File: config.mk
export PLATFORM = sky130hd
export DESIGN_NAME = pll_div_chain
export DESIGN_NICKNAME = d
export VERILOG_FILES = /design/src/rtl/pll_div_pkg.sv /design/src/rtl/pd_ref_divider.sv /design/src/rtl/pd_prescaler.sv /design/src/rtl/pd_main_counter.sv /design/src/rtl/pll_div_chain.sv
export SDC_FILE = /design/constraint.sdc
export NUM_CORES = 1
export LEC_CHECK = 0
export ABC_CLOCK_PERIOD_IN_PS = 5800
export BUFFER_PORTS_ARGS = -buffer_cell sky130_fd_sc_hd__buf_2
export CAP_MARGIN = 10
export CORE_MARGIN = 4
export CORE_UTILIZATION = 24
export CTS_CLUSTER_DIAMETER = 150
export DETAILED_ROUTE_END_ITERATION = 8
export GPL_TIMING_DRIVEN = 0
export PLACE_DENSITY = 0.35
export SYNTH_ARGS = -nofsm -noshare
export SYNTH_HDL_FRONTEND = slang
export SYNTH_SLANG_ARGS = --single-unit
File: constraint.sdc
create_clock -name clk -period 5.8 [get_ports clk]
set_clock_uncertainty 0.15 [all_clocks]
set_input_delay 0.87 -clock clk [delete_from_list [all_inputs] [get_ports clk]]
set_output_delay 0.87 -clock clk [all_outputs]
set_load 0.005 [all_outputs]
File: src/rtl/pll_div_pkg.sv
package pll_div_pkg;

    // Control handed from the top to each counting stage.
    typedef struct packed {
        logic hold;   // loop disabled: clear and reload
        logic step;   // one input event this cycle
    } div_ctl_t;

    // Reference ratio for a select code: base times (code + 1).
    function automatic int unsigned ref_ratio(input int unsigned sel,
                                              input int unsigned base);
        return base * (sel + 1);
    endfunction

    // Raise a requested ratio to the legal floor.
    function automatic int unsigned clamp_ratio(input int unsigned n,
                                                input int unsigned floor_v);
        return (n < floor_v) ? floor_v : n;
    endfunction

endpackage

File: src/rtl/pd_ref_divider.sv
module pd_ref_divider
    import pll_div_pkg::*;
#(
    parameter int unsigned BASE  = 13,
    parameter int unsigned SEL_W = 2
) (
    input  logic             clk,
    input  logic             rst,
    input  div_ctl_t         ctl,
    input  logic [SEL_W-1:0] sel_in,
    output logic             pulse_o
);
    localparam int unsigned MAX_R = BASE * (2 ** SEL_W);
    localparam int unsigned CNT_W = $clog2(MAX_R + 1);

    logic [SEL_W-1:0] sel_q;
    logic [CNT_W-1:0] cnt_q;
    logic [CNT_W-1:0] last_c;
    logic             term_c;

    always_comb begin
        last_c = CNT_W'(ref_ratio(int'(sel_q), BASE) - 1);
        term_c = ctl.step && (cnt_q == last_c);
    end

    always_ff @(posedge clk) begin
        if (rst) begin
            sel_q   <= '0;
            cnt_q   <= '0;
            pulse_o <= 1'b0;
        end else if (ctl.hold) begin
            sel_q   <= sel_in;
            cnt_q   <= '0;
            pulse_o <= 1'b0;
        end else if (term_c) begin
            sel_q   <= sel_in;
            cnt_q   <= '0;
            pulse_o <= 1'b1;
        end else begin
            if (ctl.step) begin
                cnt_q <= cnt_q + 1'b1;
            end
            pulse_o <= 1'b0;
        end
    end
endmodule

File: src/rtl/pd_prescaler.sv
module pd_prescaler (
    input  logic clk,
    input  logic rst,
    input  logic hold,
    input  logic ce,
    output logic tick_o
);
    logic phase_q;

    // Every second input event passes on.
    always_comb tick_o = ce && phase_q && !hold;

    always_ff @(posedge clk) begin
        if (rst || hold) begin
            phase_q <= 1'b0;
        end else if (ce) begin
            phase_q <= !phase_q;
        end
    end
endmodule

File: src/rtl/pd_main_counter.sv
module pd_main_counter
    import pll_div_pkg::*;
#(
    parameter int unsigned N_W   = 9,
    parameter int unsigned N_MIN = 2
) (
    input  logic           clk,
    input  logic           rst,
    input  div_ctl_t       ctl,
    input  logic [N_W-1:0] n_in,
    output logic           pulse_o
);
    localparam int unsigned FLOOR = (N_MIN < 1) ? 1 : N_MIN;

    logic [N_W-1:0] n_q;
    logic [N_W-1:0] cnt_q;
    logic [N_W-1:0] n_next;
    logic           term_c;

    always_comb begin
        n_next = N_W'(clamp_ratio(int'(n_in), FLOOR));
        term_c = ctl.step && (cnt_q == n_q - 1'b1);
    end

    always_ff @(posedge clk) begin
        if (rst || ctl.hold) begin
            n_q     <= n_next;
            cnt_q   <= '0;
            pulse_o <= 1'b0;
        end else if (term_c) begin
            n_q     <= n_next;
            cnt_q   <= '0;
            pulse_o <= 1'b1;
        end else begin
            if (ctl.step) begin
                cnt_q <= cnt_q + 1'b1;
            end
            pulse_o <= 1'b0;
        end
    end
endmodule

File: src/rtl/pll_div_chain.sv
module pll_div_chain
    import pll_div_pkg::*;
#(
    parameter int unsigned REF_BASE = 13,
    parameter int unsigned SEL_W    = 2,
    parameter int unsigned N_W      = 9,
    parameter int unsigned N_MIN    = 2
) (
    input  logic             clk,
    input  logic             rst,
    input  logic             pll_en,
    input  logic             ref_ce,
    input  logic             vco_ce,
    input  logic [SEL_W-1:0] ref_sel,
    input  logic [N_W-1:0]   main_n,
    output logic             ref_pulse,
    output logic             main_pulse
);
    div_ctl_t ref_ctl;
    div_ctl_t main_ctl;
    logic     half_tick;

    always_comb begin
        ref_ctl.hold  = !pll_en;
        ref_ctl.step  = ref_ce;
        main_ctl.hold = !pll_en;
        main_ctl.step = half_tick;
    end

    pd_ref_divider #(.BASE(REF_BASE), .SEL_W(SEL_W)) ref_div_i (
        .clk(clk), .rst(rst), .ctl(ref_ctl), .sel_in(ref_sel), .pulse_o(ref_pulse)
    );

    pd_prescaler pre_i (
        .clk(clk), .rst(rst), .hold(!pll_en), .ce(vco_ce), .tick_o(half_tick)
    );

    pd_main_counter #(.N_W(N_W), .N_MIN(N_MIN)) main_div_i (
        .clk(clk), .rst(rst), .ctl(main_ctl), .n_in(main_n), .pulse_o(main_pulse)
    );
endmodule

==> run_results.csv, run 1 <==
group,metric,value,unit
grt,grt_max_degree,11,
timing,fin_crit,3.07,ns
die,core,6790,um2
synth,synth_area,1680,um2
min_path,hp-class,"register to register",
detailed_routing,ant_nets,0,
die,fp.dieW,91.6,um
synth,synth_flop_cell,"dfxtp_1",
min_path,whs_path_depth,2,
synth,ys_async_sr_fraction,0,
worst_setup_path,required,5.63,ns
placed_design,place_hpwl,2760,um
detailed_routing,wl_per_cell,12.0,um
power,total_power,0.433,mW
synth,synth_common_cells,"dfxtp_1, nor2_1, xnor2_1",
synth,synth_area_per_cell,9.71,um2
clock_tree,clock_latency,0.28,ns
grt,antenna_found_initial,0,
timing,hold_violations,0,
clock_tree,clock-sinks,29,
die,floorplan.rows,30,
clock_tree,cts.clk_slew.worst_paths,0.06,ns
die,fp.dieH,91.6,um
placed_design,gp_congestion,0.758,
worst_setup_path,worst-r2r-setup-slack,2.73,ns
grt,grt_overflow,0,
synth,synth-seq-cells,29,
timing,min_period_over_period,0.530,
clock_tree,cts_root_buf,"clkbuf_8",
timing,slew_violations,0,
synth,synth.most_common_cell,"dfxtp_1",
worst_setup_path,r2r_cells,8,
detailed_routing,wl,3520,um
clock_tree,cts_made_buffers,5,
power,ir_drop,58.3,uV
worst_setup_path,r2r-end,"main_div_i.n_q[6]$_SDFFCE_PN0P_",
synth,synth-seq-area-share,0.399,
synth,synth_cells,173,
cells_and_area,area_delta_synth_final,17.0,%
grt,grt_pass1_wl,6070,um
cells_and_area,fillCellCount,743,
detailed_routing,drtIter0Drc,17,
synth,synth_edf_count,9,
synth,syn_nets,196,
worst_setup_path,cp_max_fo,7,
synth,synth-warning-count,0,
die,io_pins,18,
min_path,hold_end,"pre_i.phase_q$_SDFFE_PP0P_",
placed_design,io_buffers,16,
power,power.density,221,nW/um2
worst_setup_path,critPathLaunchType,"register",
worst_setup_path,r2r-start,"main_div_i.n_q[0]$_SDFFCE_PN0P_",
clock_tree,cts_tree,"yes",
clock_tree,htree_levels,2,
cells_and_area,layout-drive-gt1-share,0.177,
die,initial_core_util,0.247,
timing,finalSetupTns,0,ns
timing,setup_violations,0,
min_path,hp-start,"pre_i.phase_q$_SDFFE_PP0P_",
worst_setup_path,worstPathArrival,2.90,ns
worst_setup_path,crit_type,"register to register",
synth,synth_top_cell_by_area,"dfxtp_1",
timing,grt_setup_unrepaired,"false",
clock_tree,clk_path_buf_depth,2,
grt,grtUsageTotal,0.0914,
status,outcome,"finished, final reports clean",
cells_and_area,antenna_cells,0,
synth,synth.distinct_cells,41,
worst_setup_path,worstSetupEndpointType,"register",
clock_tree,cts_resized,0,
detailed_routing,first_pass_iters,4,
clock_tree,cts_setup_buffers,0,
synth,synth_top_area_frac,0.238,
timing,slew_headroom,0.555,
detailed_routing,via_count,1283,
clock_tree,cts-hold-fix-buffers,0,
cells_and_area,num-nets-final,220,
grt,grt_pass1_vias,1320,
power,cellLeakagePower,0.722,nW
timing,fmax,0.325,GHz
detailed_routing,drc_errors,0,
detailed_routing,vias_per_cell,4.36,
timing,tightest_slew,0.668,ns
synth,ys_top_cells_by_area,"dfxtp_1, edfxtp_1, xnor2_1",
die,fp.dieArea,8400,um2
flow_run,drv_cap,0,
==> layer usage <==
layer,vias to the layer above,track usage,share of wire,routed length (um)
met5,-,0,0,0
met4,0,0.0440,0.026,91
met3,7,0.0361,0.045,157
met2,24,0.138,0.44,1540
met1,593,0.113,0.49,1740
li1,659,-,-,-
==> power by group <==
part           switching [mW]  total (mW)  internal, mW
logic                  0.0268      0.0495        0.0227
registers             0.00905       0.227         0.218
clock network          0.0719       0.157        0.0850
==> worst max-delay path by stage <==
stage                                          from                              end  cells past startpoint
floorplan                                    pll_en  main_div_i.n_q[0]$_SDFFCE_PN0P_                      6
global placement                             pll_en  main_div_i.n_q[1]$_SDFFCE_PN1P_                      7
detailed placement                           pll_en  main_div_i.n_q[0]$_SDFFCE_PN0P_                      8
CTS                 main_div_i.n_q[0]$_SDFFCE_PN0P_  main_div_i.n_q[6]$_SDFFCE_PN0P_                      8
global route        main_div_i.n_q[0]$_SDFFCE_PN0P_  main_div_i.n_q[1]$_SDFFCE_PN1P_                      8
finish              main_div_i.n_q[0]$_SDFFCE_PN0P_  main_div_i.n_q[6]$_SDFFCE_PN0P_                      8
==> logic make-up after synthesis <==
logic type	Yosys count	share of synthesized area
DFF	29	0.399
muxes	5	0.0298
adders and majority gates	7	0.0522
and+or+nand+nor	61	0.190
xor gates and xnor gates	28	0.146
AOI/OAI and AO/OA	25	0.137
buffers and inverters	18	0.0455
==> state kept, by name (all words and copies together), names as in the netlist <==
| register | cells |
|---|---|
| main_div_i.pulse_o | 1 |
| main_div_i.cnt_q | 9 |
| pre_i.phase_q | 1 |
| ref_div_i.sel_q | 2 |
| ref_div_i.pulse_o | 1 |
| ref_div_i.cnt_q | 6 |
| main_div_i.n_q | 9 |
==> worst max-delay path, stage by stage (launching register included) <==
cell and delay (ns):
edfxtp_1 0.46, inv_1 0.09, ha_1 0.28, nor4b_1 0.52, xor2_1 0.19, and4b_1 0.23, o211ai_1 0.11, o21ai_0 0.43
buf_2 0.30
==> placed cells by master (no fill, tap or decap), types with 2 or more instances in the layout <==
cell,count
a211oi_2,9
a31oi_1,2
and3_1,3
buf_1,2
buf_2,18
clkbuf_1,12
clkbuf_8,5
dfxtp_1,20
edfxtp_1,9
ha_1,7
inv_1,5
mux2i_1,5
nand2_1,10
nand2b_1,2
nand3_1,2
nand4_1,6
nor2_1,18
nor2b_1,2
nor3_1,5
nor4_1,2
o211a_1,2
o211ai_1,2
o21ai_0,3
or3_1,3
xnor2_1,16
xor2_1,12
==> stage by stage <==
step	cell area, um2	cells	hold WS (ns)	setup WS [ns]	utilization
final	1960	294	0.362	2.73	0.289
after detailed placement	1880	286	0.352	2.50	0.277
after CTS	1960	294	0.371	2.71	0.289
after global placement	1880	285	0.340	2.10	0.277
after floorplan	1680	173	0.325	2.81	-
after global routing	1960	294	0.432	2.49	0.289
==> layout make-up <==
class,count,area [um2],share of cell area
plain buffers,13,57.6,0.0293
clock buffers,8,80.1,0.0408
inverters,5,18.8,0.00955
multi-input cells,126,932,0.475
flip-flops and latches,29,671,0.341
well taps,96,120,0.0611
repair buffers,17,85.1,0.0433
(Power assumes the default switching activity.)
==> run 2, diff against run 1 <==
--- a/config.mk
+++ b/config.mk
@@ -5,7 +5,7 @@
 export SDC_FILE = /design/constraint.sdc
 export NUM_CORES = 1
 export LEC_CHECK = 0
-export ABC_CLOCK_PERIOD_IN_PS = 5800
+export ABC_CLOCK_PERIOD_IN_PS = 2700
 export BUFFER_PORTS_ARGS = -buffer_cell sky130_fd_sc_hd__buf_2
 export CAP_MARGIN = 10
 export CORE_MARGIN = 4
@@ -13,7 +13,7 @@
 export CTS_CLUSTER_DIAMETER = 150
 export DETAILED_ROUTE_END_ITERATION = 8
 export GPL_TIMING_DRIVEN = 0
-export PLACE_DENSITY = 0.35
+export PLACE_DENSITY = 0.37
 export SYNTH_ARGS = -nofsm -noshare
 export SYNTH_HDL_FRONTEND = slang
 export SYNTH_SLANG_ARGS = --single-unit
==> constraint.sdc (replaced) <==
create_clock -name clk -period 2.7 [get_ports clk]
set_clock_uncertainty 0.15 [all_clocks]
set_input_delay 0.405 -clock clk [delete_from_list [all_inputs] [get_ports clk]]
set_output_delay 0.405 -clock clk [all_outputs]
set_load 0.005 [all_outputs]
==> run_results.csv, run 2 (synthesized netlist as in run 1, its figures left out) <==
group,metric,value,unit
placed_design,place_hpwl,2680,um
worst_setup_path,crit_type,"register to register",
clock_tree,htree_levels,2,
cells_and_area,layout-drive-gt1-share,0.192,
min_path,whs_path_depth,2,
detailed_routing,drtIter0Drc,24,
timing,whs,0.178,ns
grt,grt_overflow,0,
cells_and_area,final_cell_mix,"dfxtp_1, nor2_1, buf_2",
cells_and_area,area_delta_synth_final,19.3,%
power,power.density,465,nW/um2
min_path,hp-class,"primary input to register",
worst_setup_path,cp_max_fo,9,
worst_setup_path,worst-r2r-setup-slack,0.16,ns
cells_and_area,num-nets-final,220,
worst_setup_path,r2r-end,"main_div_i.n_q[0]$_SDFFCE_PN0P_",
die,initial_core_util,0.247,
timing,tightest_slew,0.638,ns
die,core,6790,um2
die,floorplan.rows,30,
cells_and_area,antenna_cells,0,
detailed_routing,dr_wl_met3,129,um
placed_design,dp_slack,-0.431,ns
timing,setup_ws,0.159,ns
detailed_routing,drc_errors,0,
clock_tree,clk_path_buf_depth,2,
detailed_routing,top_layer_used,"met4",
detailed_routing,wl_met1,1610,um
grt,antenna_found_initial,0,
grt,grt_pass1_vias,1221,
flow_run,drv_cap,0,
grt,grtUsageTotal,0.0844,
cells_and_area,final_common_cell,"dfxtp_1",
worst_setup_path,required,2.54,ns
timing,fmax,0.394,GHz
worst_setup_path,max_stage_delay,0.45,ns
worst_setup_path,cp_top_family,"simple AND/OR/NAND/NOR gates",
timing,setup_violations,0,
die,io_pins,18,
worst_setup_path,path_cells,"inv_1, ha_1, nor4b_2, xor2_1, and4b_1, o211ai_1, o21ai_4, buf_12",
detailed_routing,via_count,1256,
timing,min_period_over_period,0.941,
power,ir_drop,136,uV
timing,grt_setup_unrepaired,"false",
clock_tree,clock_latency,0.27,ns
timing,fin_crit,2.54,ns
worst_setup_path,critPathLaunchType,"register",
power,cellLeakagePower,0.735,nW
die,fp.dieArea,8400,um2
worst_setup_path,cp_num_buf_inv,2,
cells_and_area,seqCellArea,671,um2
detailed_routing,ant_nets,0,
placed_design,gp_congestion,0.754,
worst_setup_path,slowest_stage,"edfxtp_1",
die,fp.dieH,91.6,um
worst_setup_path,r2r-start,"main_div_i.n_q[0]$_SDFFCE_PN0P_",
die,fp.dieW,91.6,um
placed_design,io_buffers,16,
cells_and_area,reg.largest.list,"main_div_i.cnt_q (9), main_div_i.n_q (9), ref_div_i.cnt_q (6)",
cells_and_area,multiInputGateArea,956,um2
detailed_routing,wl_per_cell,11.4,um
timing,hold_violations,0,
detailed_routing,routed-wl-met2,1550,um
grt,grt_max_degree,11,
timing,slew_headroom,0.574,
clock_tree,cts.clk_slew.worst_paths,0.06,ns
clock_tree,cts_tree,"yes",
worst_setup_path,worstPathArrival,2.38,ns
detailed_routing,wl,3350,um
cells_and_area,fillCellCount,736,
detailed_routing,first_pass_iters,4,
grt,grt_pass1_wl,5590,um
clock_tree,cts_made_buffers,5,
clock_tree,cts-hold-fix-buffers,0,
worst_setup_path,r2r_cells,8,
status,outcome,"finished, final reports clean",
min_path,hp-start,"rst",
clock_tree,cts_root_buf,"clkbuf_8",
timing,slew_violations,0,
clock_tree,clock-sinks,29,
detailed_routing,vias_per_cell,4.27,
worst_setup_path,worstSetupEndpointType,"register",
min_path,hold_end,"ref_div_i.sel_q[1]$_SDFFE_PP0P_",
run 2: final cells by class:
type | instances | share of cell area
multi-input cells | 126 | 0.477
flip-flops and latches | 29 | 0.335
well taps | 96 | 0.0600
repair buffers | 17 | 0.0500
clock buffers | 8 | 0.0400
plain buffers | 13 | 0.0287
inverters | 5 | 0.00937
run 2: stage by stage:
| step | instances | area [um2] | setup TNS, ns | total power, mW | utilization |
|---|---|---|---|---|---|
| final | 294 | 2000 | 0 | 0.932 | 0.295 |
| after global routing | 294 | 2000 | 0 | 0.981 | 0.295 |
| after CTS | 293 | 1980 | 0 | 0.944 | 0.291 |
| after detailed placement | 285 | 1880 | -3.87 | 0.602 | 0.277 |
| after global placement | 285 | 1880 | -3.59 | 0.599 | 0.277 |
| after floorplan | 173 | 1680 | 0 | 0.570 | - |
run 2: worst max path at each step:
stage                                    start                              end  slack, ns  cells past startpoint
2_1_floorplan  main_div_i.n_q[0]$_SDFFCE_PN0P_  main_div_i.n_q[0]$_SDFFCE_PN0P_       0.06                      7
3_3_place_gp   main_div_i.n_q[0]$_SDFFCE_PN0P_  main_div_i.n_q[1]$_SDFFCE_PN1P_      -0.40                      7
3_5_place_dp   main_div_i.n_q[0]$_SDFFCE_PN0P_  main_div_i.n_q[0]$_SDFFCE_PN0P_      -0.43                      7
4_1_cts        main_div_i.n_q[0]$_SDFFCE_PN0P_  main_div_i.n_q[1]$_SDFFCE_PN1P_       0.08                      7
5_1_grt        main_div_i.n_q[0]$_SDFFCE_PN0P_  main_div_i.n_q[1]$_SDFFCE_PN1P_       0.02                      8
6_report       main_div_i.n_q[0]$_SDFFCE_PN0P_  main_div_i.n_q[0]$_SDFFCE_PN0P_       0.16                      8
run 2: timing repair:
item	in CTS	in global routing
setup endpoints to repair	9	9
setup buffers	0	1
pin swaps	0	1
gates resized for setup	3	1
run 2: routing by layer:
metal	track usage	up-vias
li1	-	654
met1	0.106	582
met2	0.131	15
met3	0.0287	5
met4	0.0377	0
met5	0	-
run 2: worst reg2reg max path, cell delays in order (launching register included):
cell	delay (ns)
edfxtp_1	0.45
inv_1	0.09
ha_1	0.27
nor4b_2	0.39
xor2_1	0.17
and4b_1	0.22
o211ai_1	0.16
o21ai_4	0.21
buf_12	0.14
run 2: power breakdown:
| part | internal [mW] | total, mW | switching [mW] |
|---|---|---|---|
| Combinational | 0.0524 | 0.111 | 0.0588 |
| Sequential | 0.468 | 0.487 | 0.0192 |
| Clock | 0.183 | 0.334 | 0.151 |
==> run 3, diff against run 2 <==
--- a/config.mk
+++ b/config.mk
@@ -9,11 +9,11 @@
 export BUFFER_PORTS_ARGS = -buffer_cell sky130_fd_sc_hd__buf_2
 export CAP_MARGIN = 10
 export CORE_MARGIN = 4
-export CORE_UTILIZATION = 24
+export CORE_UTILIZATION = 40
 export CTS_CLUSTER_DIAMETER = 150
 export DETAILED_ROUTE_END_ITERATION = 8
-export GPL_TIMING_DRIVEN = 0
-export PLACE_DENSITY = 0.37
+export GPL_TIMING_DRIVEN = 1
+export PLACE_DENSITY = 0.56
 export SYNTH_ARGS = -nofsm -noshare
 export SYNTH_HDL_FRONTEND = slang
 export SYNTH_SLANG_ARGS = --single-unit
==> run_results.csv, run 3 (synthesized netlist as in run 1, its figures left out) <==
group,metric,value,unit
timing,grt_setup_unrepaired,"false",
cells_and_area,final_cell_area,1960,um2
worst_setup_path,r2r-start,"main_div_i.n_q[0]$_SDFFCE_PN0P_",
clock_tree,htree_levels,2,
worst_setup_path,r2r_cells,9,
clock_tree,cts_setup_buffers,0,
placed_design,io_buffers,17,
detailed_routing,wl_met1,1590,um
detailed_routing,wl,3260,um
detailed_routing,top_layer_used,"met4",
die,fp.dieW,72.8,um
worst_setup_path,max_stage_delay,0.39,ns
timing,setup_violations,0,
clock_tree,clk_path_buf_depth,2,
clock_tree,cts.clk_slew.worst_paths,0.06,ns
detailed_routing,via_count,1276,
worst_setup_path,crit_type,"register to register",
power,power.density,496,nW/um2
placed_design,place_hpwl,2510,um
power,ir_drop,331,uV
grt,grt_pass1_wl,5400,um
timing,fin_crit,2.45,ns
detailed_routing,vias_per_cell,5.19,
detailed_routing,routed-wl-met2,1500,um
worst_setup_path,cp_max_fo,9,
worst_setup_path,cp_num_buf_inv,3,
worst_setup_path,cp_top_family,"compound AO/OA/AOI/OAI gates",
placed_design,placed_cell_area,1850,um2
cells_and_area,final_cell_mix,"dfxtp_1, nor2_1, buf_2",
worst_setup_path,r2r-end,"main_div_i.cnt_q[5]$_SDFFE_PP0P_",
detailed_routing,ant_nets,0,
detailed_routing,drtIter0Drc,65,
worst_setup_path,path_cells,"inv_1, ha_1, nor4b_1, buf_4, xor2_1, and4b_1, buf_4, o211a_1, a211oi_2",
placed_design,gp_congestion,0.860,
grt,grtUsageTotal,0.133,
cells_and_area,num-nets-final,218,
clock_tree,cts_made_buffers,5,
worst_setup_path,required,2.74,ns
die,fp.dieH,72.8,um
die,core,4030,um2
min_path,hold_end,"main_div_i.n_q[7]$_SDFFCE_PN0P_",
die,initial_core_util,0.417,
worst_setup_path,worstPathArrival,2.48,ns
timing,slew_violations,0,
clock_tree,cts_tree,"yes",
detailed_routing,drc_errors,0,
timing,tightest_slew,0.672,ns
worst_setup_path,critPathLaunchType,"register",
clock_tree,cts-hold-fix-buffers,0,
worst_setup_path,worst-r2r-setup-slack,0.25,ns
die,fp.dieArea,5300,um2
timing,slew_headroom,0.552,
min_path,hp-class,"primary input to register",
grt,antenna_found_initial,0,
status,outcome,"finished, final reports clean",
cells_and_area,final_common_cell,"dfxtp_1",
clock_tree,clock_latency,0.28,ns
worst_setup_path,worstSetupEndpointType,"register",
cells_and_area,area_delta_synth_final,16.7,%
grt,grt_max_degree,13,
die,io_pins,18,
cells_and_area,antenna_cells,0,
die,floorplan.rows,23,
worst_setup_path,crit_top_cell,"buf_4",
min_path,hp-start,"main_n[7]",
detailed_routing,first_pass_iters,6,
timing,hold_violations,0,
timing,fmax,0.409,GHz
timing,min_period_over_period,0.906,
cells_and_area,layout-drive-gt1-share,0.240,
min_path,whs_path_depth,1,
grt,grt_pass1_vias,1209,
cells_and_area,reg.largest.list,"main_div_i.cnt_q (9), main_div_i.n_q (9), ref_div_i.cnt_q (6)",
grt,grt_overflow,0,
flow_run,drv_cap,0,
detailed_routing,dr_wl_met3,143,um
clock_tree,cts_root_buf,"clkbuf_8",
detailed_routing,wl_per_cell,13.3,um
worst_setup_path,slowest_stage,"edfxtp_1",
clock_tree,clock-sinks,29,
power,cellLeakagePower,0.765,nW
timing,whs,0.166,ns
run 3: metal layers:
layer | up-vias | global-route usage
met3 | 4 | 0.0413
met4 | 0 | 0.0492
met1 | 593 | 0.176
met5 | - | 0
met2 | 24 | 0.204
li1 | 655 | -
run 3: area by class of cell:
class,instances,area [um2]
Tap cell,50,62.6
Timing Repair Buffer,28,168
Clock buffer,8,90.1
Inverter,5,18.8
Fill cell,382,2070
Sequential cell,29,671
Multi-Input combinational cell,126,950
run 3: where the power goes:
| group | internal, mW | switching, mW |
|---|---|---|
| sequential | 0.468 | 0.0135 |
| clock | 0.207 | 0.155 |
| combinational | 0.0610 | 0.0675 |
run 3: worst max path at each step:
stage                                                from                               end  slack, ns  cells past startpoint
after floorplan           main_div_i.n_q[0]$_SDFFCE_PN0P_   main_div_i.n_q[0]$_SDFFCE_PN0P_       0.06                      7
after global placement    main_div_i.n_q[0]$_SDFFCE_PN0P_   main_div_i.n_q[1]$_SDFFCE_PN1P_       0.03                      8
after detailed placement  main_div_i.n_q[0]$_SDFFCE_PN0P_   main_div_i.n_q[3]$_SDFFCE_PN0P_      -0.05                      8
after CTS                 main_div_i.n_q[0]$_SDFFCE_PN0P_   main_div_i.n_q[3]$_SDFFCE_PN0P_       0.16                      8
after global routing      main_div_i.n_q[0]$_SDFFCE_PN0P_   main_div_i.n_q[0]$_SDFFCE_PN0P_      0.007                      8
final                     main_div_i.n_q[0]$_SDFFCE_PN0P_  main_div_i.cnt_q[5]$_SDFFE_PP0P_       0.25                      9
run 3: what timing repair did:
item,CTS,global route
resized for setup,1,2
endpoints found under the hold margin,0,0
setup endpoints to repair,9,9
run 3: per-stage QoR:
stage                util  setup TNS, ns  worst slack, ns  instances  total power, mW
floorplan               -              0           0.0563        173            0.570
global placement    0.460              0           0.0301        238            0.612
detailed placement  0.460         -0.426          -0.0475        238            0.616
CTS                 0.483              0            0.159        246            0.975
global route        0.486              0          0.00699        246             1.02
finish              0.486              0            0.255        246            0.972
